[src/rtl/prc_pkg.sv]
package prc_pkg;

   typedef enum logic [1:0] {
      WC_NONE = 2'd0,
      WC_B1   = 2'd1,
      WC_B2   = 2'd2,
      WC_B4   = 2'd3
   } wclass_e;

   localparam int SLOTS = 4;

   // byte-slot mask covered by a value of class w starting at offset o
   function automatic logic [SLOTS-1:0] span_mask(wclass_e w, logic [1:0] o);
      case (w)
         WC_B1:   span_mask = 4'b0001 << o;
         WC_B2:   span_mask = 4'b0011 << o;
         WC_B4:   span_mask = 4'b1111;
         default: span_mask = 4'b0000;
      endcase
   endfunction

endpackage

[src/rtl/prc_width_class.sv]
module prc_width_class
   import prc_pkg::*;
#(
   parameter int LANES  = 4,
   parameter int LANE_W = 32
) (
   input  logic [LANES*LANE_W-1:0] data,
   output wclass_e                 cls
);
   generate
      if (LANE_W != 32) begin : g_bad_lane
         $error("prc_width_class: LANE_W must be 32");
      end
   endgenerate

   logic need_b2, need_b4;

   always_comb begin
      need_b2 = 1'b0;
      need_b4 = 1'b0;
      for (int l = 0; l < LANES; l++) begin
         if (data[l*LANE_W+8  +: 24] != '0) need_b2 = 1'b1;
         if (data[l*LANE_W+16 +: 16] != '0) need_b4 = 1'b1;
      end
      cls = need_b4 ? WC_B4 : (need_b2 ? WC_B2 : WC_B1);
   end
endmodule

[src/rtl/prc_slot_fit.sv]
module prc_slot_fit
   import prc_pkg::*;
(
   input  logic [SLOTS-1:0] occ,
   input  wclass_e          cls,
   output logic             found,
   output logic [1:0]       off
);
   always_comb begin
      found = 1'b0;
      off   = 2'd0;
      for (int o = SLOTS-1; o >= 0; o--) begin
         logic aligned;
         case (cls)
            WC_B1:   aligned = 1'b1;
            WC_B2:   aligned = (o % 2) == 0;
            WC_B4:   aligned = (o == 0);
            default: aligned = 1'b0;
         endcase
         if (aligned && ((occ & span_mask(cls, 2'(o))) == '0)) begin
            found = 1'b1;
            off   = 2'(o);
         end
      end
   end
endmodule

[src/rtl/prc_read_merge.sv]
module prc_read_merge
   import prc_pkg::*;
#(
   parameter int ENT_W = 3
) (
   input  logic             clk,
   input  logic             rst_n,
   input  logic             rd_en,
   input  logic             a_v,
   input  logic [ENT_W-1:0] a_e,
   input  logic [1:0]       a_o,
   input  wclass_e          a_c,
   input  logic             b_v,
   input  logic [ENT_W-1:0] b_e,
   input  logic [1:0]       b_o,
   input  wclass_e          b_c,
   output logic             rd_valid,
   output logic             rd_coalesce,
   output logic [ENT_W-1:0] rd_entry_a,
   output logic [ENT_W-1:0] rd_entry_b,
   output logic [1:0]       rd_off_a,
   output logic [1:0]       rd_off_b,
   output logic [1:0]       rd_wcls_a,
   output logic [1:0]       rd_wcls_b
);
   always_ff @(posedge clk) begin
      if (!rst_n) begin
         rd_valid    <= 1'b0;
         rd_coalesce <= 1'b0;
         rd_entry_a  <= '0;
         rd_entry_b  <= '0;
         rd_off_a    <= '0;
         rd_off_b    <= '0;
         rd_wcls_a   <= '0;
         rd_wcls_b   <= '0;
      end else begin
         rd_valid <= rd_en;
         if (rd_en) begin
            rd_coalesce <= a_v && b_v && (a_e == b_e);
            rd_entry_a  <= a_e;
            rd_entry_b  <= b_e;
            rd_off_a    <= a_o;
            rd_off_b    <= b_o;
            rd_wcls_a   <= a_c;
            rd_wcls_b   <= b_c;
         end
      end
   end

   AST_RD_ONE_CYCLE: assert property (@(posedge clk) disable iff (!rst_n)
      rd_en |=> rd_valid);
   AST_RD_IDLE_LOW: assert property (@(posedge clk) disable iff (!rst_n)
      !rd_en |=> !rd_valid);
   AST_COAL_ONE_ENTRY: assert property (@(posedge clk) disable iff (!rst_n)
      rd_valid && rd_coalesce |-> (rd_entry_a == rd_entry_b) && (rd_wcls_a != 2'd0));
endmodule

[src/rtl/packed_rename_unit.sv]
module packed_rename_unit
   import prc_pkg::*;
#(
   parameter int NUM_ARCH = 8,
   parameter int NUM_PHYS = 8,
   parameter int LANES    = 4,
   localparam int AREG_W  = $clog2(NUM_ARCH),
   localparam int ENT_W   = $clog2(NUM_PHYS),
   localparam int DATA_W  = LANES * 32
) (
   input  logic              clk,
   input  logic              rst_n,
   input  logic              hint_we,
   input  logic [AREG_W-1:0] hint_reg,
   input  logic [AREG_W-1:0] hint_partner,
   input  logic              hint_en,
   input  logic              wr_en,
   input  logic [AREG_W-1:0] wr_reg,
   input  logic [DATA_W-1:0] wr_data,
   input  logic              rd_en,
   input  logic [AREG_W-1:0] rd_reg_a,
   input  logic [AREG_W-1:0] rd_reg_b,
   output logic              rd_valid,
   output logic              rd_coalesce,
   output logic [ENT_W-1:0]  rd_entry_a,
   output logic [ENT_W-1:0]  rd_entry_b,
   output logic [1:0]        rd_off_a,
   output logic [1:0]        rd_off_b,
   output logic [1:0]        rd_wcls_a,
   output logic [1:0]        rd_wcls_b
);
   generate
      if ((1 << AREG_W) != NUM_ARCH || NUM_ARCH < 2) begin : g_bad_arch
         $error("packed_rename_unit: NUM_ARCH must be a power of two >= 2");
      end
      if ((1 << ENT_W) != NUM_PHYS || NUM_PHYS < NUM_ARCH) begin : g_bad_phys
         $error("packed_rename_unit: NUM_PHYS must be a power of two >= NUM_ARCH");
      end
   endgenerate

   // renaming table and pair hints
   logic              map_v [NUM_ARCH];
   logic [ENT_W-1:0]  map_e [NUM_ARCH];
   logic [1:0]        map_o [NUM_ARCH];
   wclass_e           map_c [NUM_ARCH];
   logic              hint_v [NUM_ARCH];
   logic [AREG_W-1:0] hint_p [NUM_ARCH];

   // width of the incoming value
   wclass_e wcls_new;
   prc_width_class #(.LANES(LANES), .LANE_W(32)) u_wcls (
      .data (wr_data),
      .cls  (wcls_new)
   );

   // occupancy derived from the table, with the destination's own slots freed
   logic [SLOTS-1:0] occ [NUM_PHYS];
   always_comb begin
      for (int e = 0; e < NUM_PHYS; e++) occ[e] = '0;
      for (int r = 0; r < NUM_ARCH; r++) begin
         if (map_v[r] && (AREG_W'(r) != wr_reg))
            occ[map_e[r]] = occ[map_e[r]] | span_mask(map_c[r], map_o[r]);
      end
   end

   logic [NUM_PHYS-1:0] fit_ok;
   logic [1:0]          fit_off [NUM_PHYS];
   for (genvar e = 0; e < NUM_PHYS; e++) begin : g_fit
      prc_slot_fit u_fit (
         .occ   (occ[e]),
         .cls   (wcls_new),
         .found (fit_ok[e]),
         .off   (fit_off[e])
      );
   end

   // first-fit entry search
   logic             ff_found;
   logic [ENT_W-1:0] ff_e;
   always_comb begin
      ff_found = 1'b0;
      ff_e     = '0;
      for (int e = NUM_PHYS-1; e >= 0; e--) begin
         if (fit_ok[e]) begin
            ff_found = 1'b1;
            ff_e     = ENT_W'(e);
         end
      end
   end

   // pair preference
   logic [AREG_W-1:0] pr;
   logic [ENT_W-1:0]  pe;
   logic              pair_ok;
   assign pr      = hint_p[wr_reg];
   assign pe      = map_e[pr];
   assign pair_ok = hint_v[wr_reg] && map_v[pr] && (pr != wr_reg) && fit_ok[pe];

   logic             need_realloc, alloc_found;
   logic [ENT_W-1:0] alloc_e;
   logic [1:0]       alloc_o;
   assign need_realloc = !map_v[wr_reg] || (wcls_new > map_c[wr_reg]);
   assign alloc_e      = pair_ok ? pe : ff_e;
   assign alloc_o      = fit_off[alloc_e];
   assign alloc_found  = pair_ok || ff_found;

   always_ff @(posedge clk) begin
      if (!rst_n) begin
         for (int r = 0; r < NUM_ARCH; r++) begin
            map_v[r]  <= 1'b0;
            map_e[r]  <= '0;
            map_o[r]  <= '0;
            map_c[r]  <= WC_NONE;
            hint_v[r] <= 1'b0;
            hint_p[r] <= '0;
         end
      end else begin
         if (hint_we) begin
            hint_v[hint_reg] <= hint_en;
            hint_p[hint_reg] <= hint_partner;
         end
         if (wr_en && need_realloc && alloc_found) begin
            map_v[wr_reg] <= 1'b1;
            map_e[wr_reg] <= alloc_e;
            map_o[wr_reg] <= alloc_o;
            map_c[wr_reg] <= wcls_new;
         end
      end
   end

   prc_read_merge #(.ENT_W(ENT_W)) u_merge (
      .clk         (clk),
      .rst_n       (rst_n),
      .rd_en       (rd_en),
      .a_v         (map_v[rd_reg_a]),
      .a_e         (map_e[rd_reg_a]),
      .a_o         (map_o[rd_reg_a]),
      .a_c         (map_c[rd_reg_a]),
      .b_v         (map_v[rd_reg_b]),
      .b_e         (map_e[rd_reg_b]),
      .b_o         (map_o[rd_reg_b]),
      .b_c         (map_c[rd_reg_b]),
      .rd_valid    (rd_valid),
      .rd_coalesce (rd_coalesce),
      .rd_entry_a  (rd_entry_a),
      .rd_entry_b  (rd_entry_b),
      .rd_off_a    (rd_off_a),
      .rd_off_b    (rd_off_b),
      .rd_wcls_a   (rd_wcls_a),
      .rd_wcls_b   (rd_wcls_b)
   );

   AST_CFG_IDLE: assert property (@(posedge clk) disable iff (!rst_n)
      hint_we |-> !wr_en && !rd_en);
   AST_ALLOC_FOUND: assert property (@(posedge clk) disable iff (!rst_n)
      wr_en && need_realloc |-> alloc_found);
   AST_ALLOC_ALIGNED: assert property (@(posedge clk) disable iff (!rst_n)
      wr_en && need_realloc |-> (wcls_new == WC_B1) ||
                                (wcls_new == WC_B2 && !alloc_o[0]) ||
                                (wcls_new == WC_B4 && alloc_o == 2'd0));
   AST_PAIR_PLACED: assert property (@(posedge clk) disable iff (!rst_n)
      wr_en && need_realloc && pair_ok |=> map_e[$past(wr_reg)] == $past(pe));
   AST_KEEP_SLOT: assert property (@(posedge clk) disable iff (!rst_n)
      wr_en && !need_realloc |=> (map_e[$past(wr_reg)] == $past(map_e[wr_reg])) &&
                                 (map_o[$past(wr_reg)] == $past(map_o[wr_reg])));
endmodule

[config.mk]
export PLATFORM = sky130hd
export DESIGN_NAME = packed_rename_unit
export DESIGN_NICKNAME = d
export VERILOG_FILES = /design/src/rtl/prc_pkg.sv /design/src/rtl/prc_width_class.sv /design/src/rtl/prc_slot_fit.sv /design/src/rtl/prc_read_merge.sv /design/src/rtl/packed_rename_unit.sv
export SDC_FILE = /design/constraint.sdc
export NUM_CORES = 1
export LEC_CHECK = 0
export BUFFER_PORTS_ARGS = -buffer_cell sky130_fd_sc_hd__buf_2
export CORE_UTILIZATION = 35
export DETAILED_ROUTE_END_ITERATION = 6
export HOLD_SLACK_MARGIN = 0.12
export SLEW_MARGIN = 20
export SYNTH_ARGS = -nofsm -noshare
export SYNTH_HDL_FRONTEND = slang
export SYNTH_SLANG_ARGS = --single-unit
[constraint.sdc]
create_clock -name clk -period 11.15 [get_ports clk]
set_input_delay 0 -clock clk [delete_from_list [all_inputs] [get_ports clk]]
set_output_delay 0 -clock clk [all_outputs]
set_load 0.03 [all_outputs]
======== Word-level counts from Yosys, hierarchy flattened ========
Memories as Yosys holds them, arrays and structs flattened. A register that Yosys moved wholly into a read port is not among the register bits.
Cells that the tools add are included.
storage, ports and cells
  bits in registers ....................... 8
  memory bits (writable) .................. 96
  ROM bits ................................ 32
  input bits .............................. 149
  output and inout port bits .............. 16
  logic and storage cells ................. 441
  memories kept ........................... 7
memory list
  memory            depth  bits a word  rd ports  clocked after memory_dff  wr ports  line                      source
  (name not given)  8      4            1         0                         0         packed_rename_unit.sv:62  occ[map_e[r]] = occ[map_e[r]] | span_mask(map_c[r], map_o[r]);
  hint_p            8      3            1         0                         8         packed_rename_unit.sv:47  logic [AREG_W-1:0] hint_p [NUM_ARCH];
  map_e             8      3            11        0                         8         packed_rename_unit.sv:43  logic [ENT_W-1:0] map_e [NUM_ARCH];
  map_c             8      2            11        2                         8         packed_rename_unit.sv:45  wclass_e map_c [NUM_ARCH];
  map_o             8      2            10        2                         8         packed_rename_unit.sv:44  logic [1:0] map_o [NUM_ARCH];
  hint_v            8      1            1         0                         8         packed_rename_unit.sv:46  logic hint_v [NUM_ARCH];
  +1 memories       n/a    n/a          n/a       n/a                       n/a       n/a
cells by class
  magnitude comparators ................... 19
  equality and inequality tests ........... 36
  shifts and indexed selects .............. 16
  mux-type cells .......................... 198
  bitwise gates (word level) .............. 50
  reductions and logical operators ........ 111
operators with widths
  cell                   number
  $mux W32               8
  $bwmux W32             7
  $pmux W4 S3            11
  $and A4 B4 Y4          32
  $logic_not A4 Y1       32
  $mux W4                32
  $demux W4 S3           8
  $reduce_bool A24 Y1    4
  $bmux W4 S3            7
  $mux W2                38
  $mux W1                67
  $reduce_bool A16 Y1    4
  $logic_and A1 B1 Y1    55
  $mux W3                17
  $eq A2 B2 Y1 const B   18
  $ge A4 B4 Y1 const B   9
  $not A3 Y4             9
  $and A32 B32 Y32       1
  $lt A4 B1 Y1 const B   8
  $or A4 B4 Y4           8
  $shl A1 B2 Y4 const A  8
  $shl A2 B2 Y4 const A  8
  $eq A2 B1 Y1 const B   9
  $ne A3 B3 Y1 const A   4
  15 further kinds       26

======== Logic depth before layout (Yosys ltp) ========
  depth after elaboration ................. 71
  mapped depth ............................ 28

======== By module ========
Synthesis repeated with hierarchy kept, for this count alone.
second synthesis, totals
  cell total of the unflattened synthesis .. 1962
  area, all modules ....................... 14938.1 um^2
modules (own cells, without submodules)
  module              times used  cells an instance  area an instance (um^2)  sequential area each (um^2)
  packed_rename_unit  1           1618               12135.4                  2722.6
  prc_slot_fit        8           32                 244.0                    0.0
  prc_read_merge      1           54                 631.9                    320.3
  prc_width_class     1           34                 219.0                    0.0

======== Worst setup path before layout ========
Ideal clock, no wire load.
  path type ............................... reg-to-reg
  start point ............................. mem map_c[0][1] in the netlist's numbering
  end point ............................... mem map_c[3][0] in the netlist's numbering, enable pin
  library setup time ...................... 0.325 ns
  arrival ................................. 5.892 ns
  required time ........................... 10.825 ns
  setup slack ............................. 4.933 ns
  stages on the path, launching flop included .. 27
  buffers on the path ..................... 3
  period minus slack after synthesis ...... 6.217 ns
  path through ............................ edfxtp_1 inv_1 ha_1 inv_1 o31a_1 clkbuf_1 clkbuf_1 nor3_1 o32ai_1 o31ai_1 nor3_1 o31ai_1 o221ai_1 nor3_2 a211oi_1 nor3_1 o21a_1 o32a_1 o221ai_1 nor3_1 nor3_1 nand4_4 a21oi_1 nor2b_1 clkbuf_1 nand3_1 nand2_1
RTL lines
  element      line
  from (decl)  packed_rename_unit.sv:45

==> impl_metrics.json <==
{
  "max_freq_mhz": 106,
  "crit_path_start_kind": "flip-flop",
  "placementRows": 78,
  "placed_area_um2": 17400,
  "ys_top_cells_by_area": "edfxtp_1 (15%), mux4_2 (6.4%), nor2_1 (5.4%)",
  "slew_violations": 0,
  "post-route-min-period_ps": 9450,
  "numPortBuffers": 132,
  "drc": 0,
  "antenna_found_initial": 0,
  "crit_chain": "inv_1, ha_1, a311o_1, nor3_1, o31ai_1, o31ai_4, o21ai_1, a211oi_1, nor3_1, a22oi_1, a41oi_1, a221oi_1, o31a_1, o221ai_1, nor3_1, nor3_1, nand4_4, a21oi_2, mux2i_1, a32oi_2, a211oi_1",
  "hold_depth": 2,
  "p_leak_nw": 6.40,
  "hold-path-endpoint": "hint_p[6][2]$_SDFFCE_PN0P_",
  "setup_viol": 0,
  "initial_core_util_pct": 35.6,
  "final.setup.tns_ps": 0,
  "overflow": 0,
  "tritoncts": "done",
  "relSlewSlack_pct": 23.1,
  "peakVddDrop_mv": 0.0966,
  "syn_inst": 2142,
  "cts_root_buf": "clkbuf_16",
  "die_x_um": 217,
  "synth_area_um2": 16200,
  "numCtsBuffers": 9,
  "synth.distinct_cells": 118,
  "antenna_cells": 0,
  "pre_cts_ws_ps": 2050,
  "drtPass1Iterations": 6,
  "clk_pin_slew_ps": 80,
  "crit_fanout": 17,
  "synth_edf_count": 80,
  "p_per_area_nw_per_um2": 72.2,
  "timing.rr.end": "map_o[0][0]$_SDFFCE_PN0P_",
  "final_cells": 2799,
  "detail-route-antenna-nets": 0,
  "rsz0062_at_grt": "false",
  "cp_slowest_cell": "o31ai_1",
  "finalInstanceArea_um2": 17800,
  "drv_cap": 0,
  "min_path_type": "primary input to flip-flop",
  "hp-start": "hint_reg[0]",
  "grtUsageTotal_pct": 34.2,
  "worst_setup_path_end_kind": "flip-flop",
  "clock-sinks": 112,
  "drive_gt1_share_pct": 15.4,
  "fin_nets": 2369,
  "cts_buffer_depth": 2,
  "grt_pass1_vias": 17800,
  "multi_input_area_um2": 12500,
  "io_pins": 165,
  "detail_route.iter0.violations": 2647,
  "status": "finished, final reports clean",
  "fillCellCount": 4817,
  "postSynthAreaPerCell_um2": 7.58,
  "grt_pass1_wl_mm": 120,
  "fp.dieH_um": 217,
  "period_share_pct": 84.8,
  "clk_latency_ps": 350,
  "fin_skew_ps": 11.1,
  "via_per_inst": 6.98,
  "cpMostUsedCell": "nor3_1",
  "dp_cells": 2776,
  "syn2layout_area_growth_pct": 9.52,
  "synth_seq_cells": 112,
  "dr_total_vias": 19500,
  "power.total_mw": 1.28,
  "r2r_slack_ps": 1700,
  "worst_slew_pin_slew_ps": 1140,
  "worstRegToRegCells": 21,
  "seq_area_um2": 3040,
  "synthArstFlopShare_pct": 0,
  "fp.coreArea_um2": 45600,
  "hold_viol_final": 0,
  "dpl.hpwl_mm": 66.2,
  "ctsResizeCount": 0,
  "wl_mm": 83.6,
  "yosysWarnings": 0,
  "r2r-start": "map_c[0][0]$_SDFFCE_PN0P_",
  "synthesis.nets": 2317,
  "synth_flop_cell": "edfxtp_1",
  "routabilityCongestion": 1.04,
  "synth-seq-area-share_pct": 18.7,
  "critPathMaxStageDelay_ps": 970,
  "die_area_um2": 47300,
  "grt_max_degree": 52,
  "timing.final.ws_setup_ps": 1700,
  "synth.top_cell.area_share_pct": 14.8,
  "htreeDepth": 3,
  "crit_arrival_ps": 9510,
  "drt-wirelength-per-cell_um": 29.9,
  "worstPathRequired_ps": 11210,
  "path_class": "flip-flop to flip-flop",
  "yosysTopAreaCell": "edfxtp_1"
}
critical path, delay by kind of cell (launching register included):
family	cells	cell delay, ps
simple gates	5	1550
compound gates	13	6220
fa+ha+maj	1	610
flops	1	400
mux	1	190
buf+inv	1	160
through the flow:
| step | hold WS (ps) | utilization, % |
|---|---|---|
| 6_report | 154 | 39.0 |
| 3_5_place_dp | 322 | 38.2 |
| 5_1_grt | 199 | 39.0 |
| 2_1_floorplan | 198 | - |
| 4_1_cts | 162 | 39.0 |
| 3_3_place_gp | 312 | 38.2 |
what timing repair did:
action                                  in CTS  in global routing
endpoints found under the setup margin       0                  0
hold buffers                                 7                  0
buffers inserted                             0                  0
hold endpoints to repair                    32                  0
cells by family after synthesis:
logic type	synth area share [%]
adder cells (fa/ha/maj)	2.00
XOR/XNOR	1.24
multiplexers	10.1
buffers and inverters	4.47
flip-flops	18.7
AO/OA/AOI/OAI	32.3
AND/OR/NAND/NOR	31.2
where the power goes:
group	total (mW)	internal, mW	switching [mW]
clock	0.318	0.174	0.144
combinational	0.471	0.160	0.311
sequential	0.494	0.465	0.0293
synth_stat cells, types with 33 or more instances:
| cell type | number |
|---|---|
| nor2_1 | 232 |
| nand2_1 | 198 |
| o21ai_0 | 139 |
| clkbuf_1 | 106 |
| a21oi_1 | 100 |
| nand3_1 | 90 |
| edfxtp_1 | 80 |
| nor3_1 | 78 |
| a211oi_1 | 55 |
| and2_1 | 50 |
| inv_1 | 47 |
| mux2i_1 | 47 |
| nor4_1 | 47 |
| mux4_2 | 46 |
| o22ai_1 | 40 |
| nand2b_1 | 39 |
| o211ai_1 | 38 |
| or3_1 | 35 |
| and3_1 | 34 |
| nor2b_1 | 33 |
area by class of cell:
type                            count  area share, %
Multi-Input combinational cell   1847           70.3
Sequential cell                   112           17.1
Timing Repair Buffer              177           5.71
Tap cell                          600           4.22
Clock buffer                       11           1.31
Inverter                           47          0.992
Clock inverter                      5          0.324
how the worst max path moves through the flow:
stage	from	end	slack [ps]	depth (start not counted)
global placement	map_c[0][0]$_SDFFCE_PN0P_	map_o[0][0]$_SDFFCE_PN0P_	2250	24
detailed placement	map_c[0][0]$_SDFFCE_PN0P_	map_o[0][0]$_SDFFCE_PN0P_	2050	21
global route	map_c[0][0]$_SDFFCE_PN0P_	map_o[4][0]$_SDFFCE_PN0P_	1210	21
CTS	map_c[0][0]$_SDFFCE_PN0P_	map_o[0][0]$_SDFFCE_PN0P_	2030	23
floorplan	map_c[0][1]$_SDFFCE_PN0P_	map_c[3][0]$_SDFFCE_PN0P_	4930	26
finish	map_c[0][0]$_SDFFCE_PN0P_	map_o[0][0]$_SDFFCE_PN0P_	1700	21
layer usage:
layer | track usage (%) | wire length [µm] | up-vias
met2 | 53.2 | 37100 | 1245
li1 | - | - | 8498
met3 | 4.45 | 7890 | 221
met4 | 15.1 | 4140 | 0
met1 | 47.0 | 34400 | 9572
met5 | 0 | 0 | -
state kept, by name (all words and copies together), names as in the netlist, 3 cells and up:
| signal | flops |
|---|---|
| map_e | 24 |
| u_merge.rd_entry_a | 3 |
| hint_v | 8 |
| u_merge.rd_entry_b | 3 |
| hint_p | 24 |
| map_c | 16 |
| map_o | 16 |
| map_v | 8 |
cell usage in the layout, fill, tap and decap left out, types with 18 or more instances in the layout:
cell      synthesis  layout
nor2_1          232     232
mux4_2           46      46
o211ai_1         38      38
nand4_1          26      26
nand2b_1         39      39
xor2_1           18      18
nor2b_1          33      33
and3_1           34      34
edfxtp_1         80      80
a21oi_1         100     100
a22oi_1          21      21
a31oi_1          32      32
nand3_1          90      90
nor4_1           47      47
a211oi_1         55      54
nor3_1           78      77
buf_4             1      38
inv_1            47      47
o22ai_1          40      40
nand2_1         198     198
o211a_1          22      22
o21ai_0         139     138
mux2i_1          47      46
and2_1           50      50
buf_2            15     132
ha_1             26      26
dfxtp_1          32      32
or2_2            28      28
or3_1            35      35
o31ai_1          28      26
Note: power is estimated with default switching activity, not from simulation.
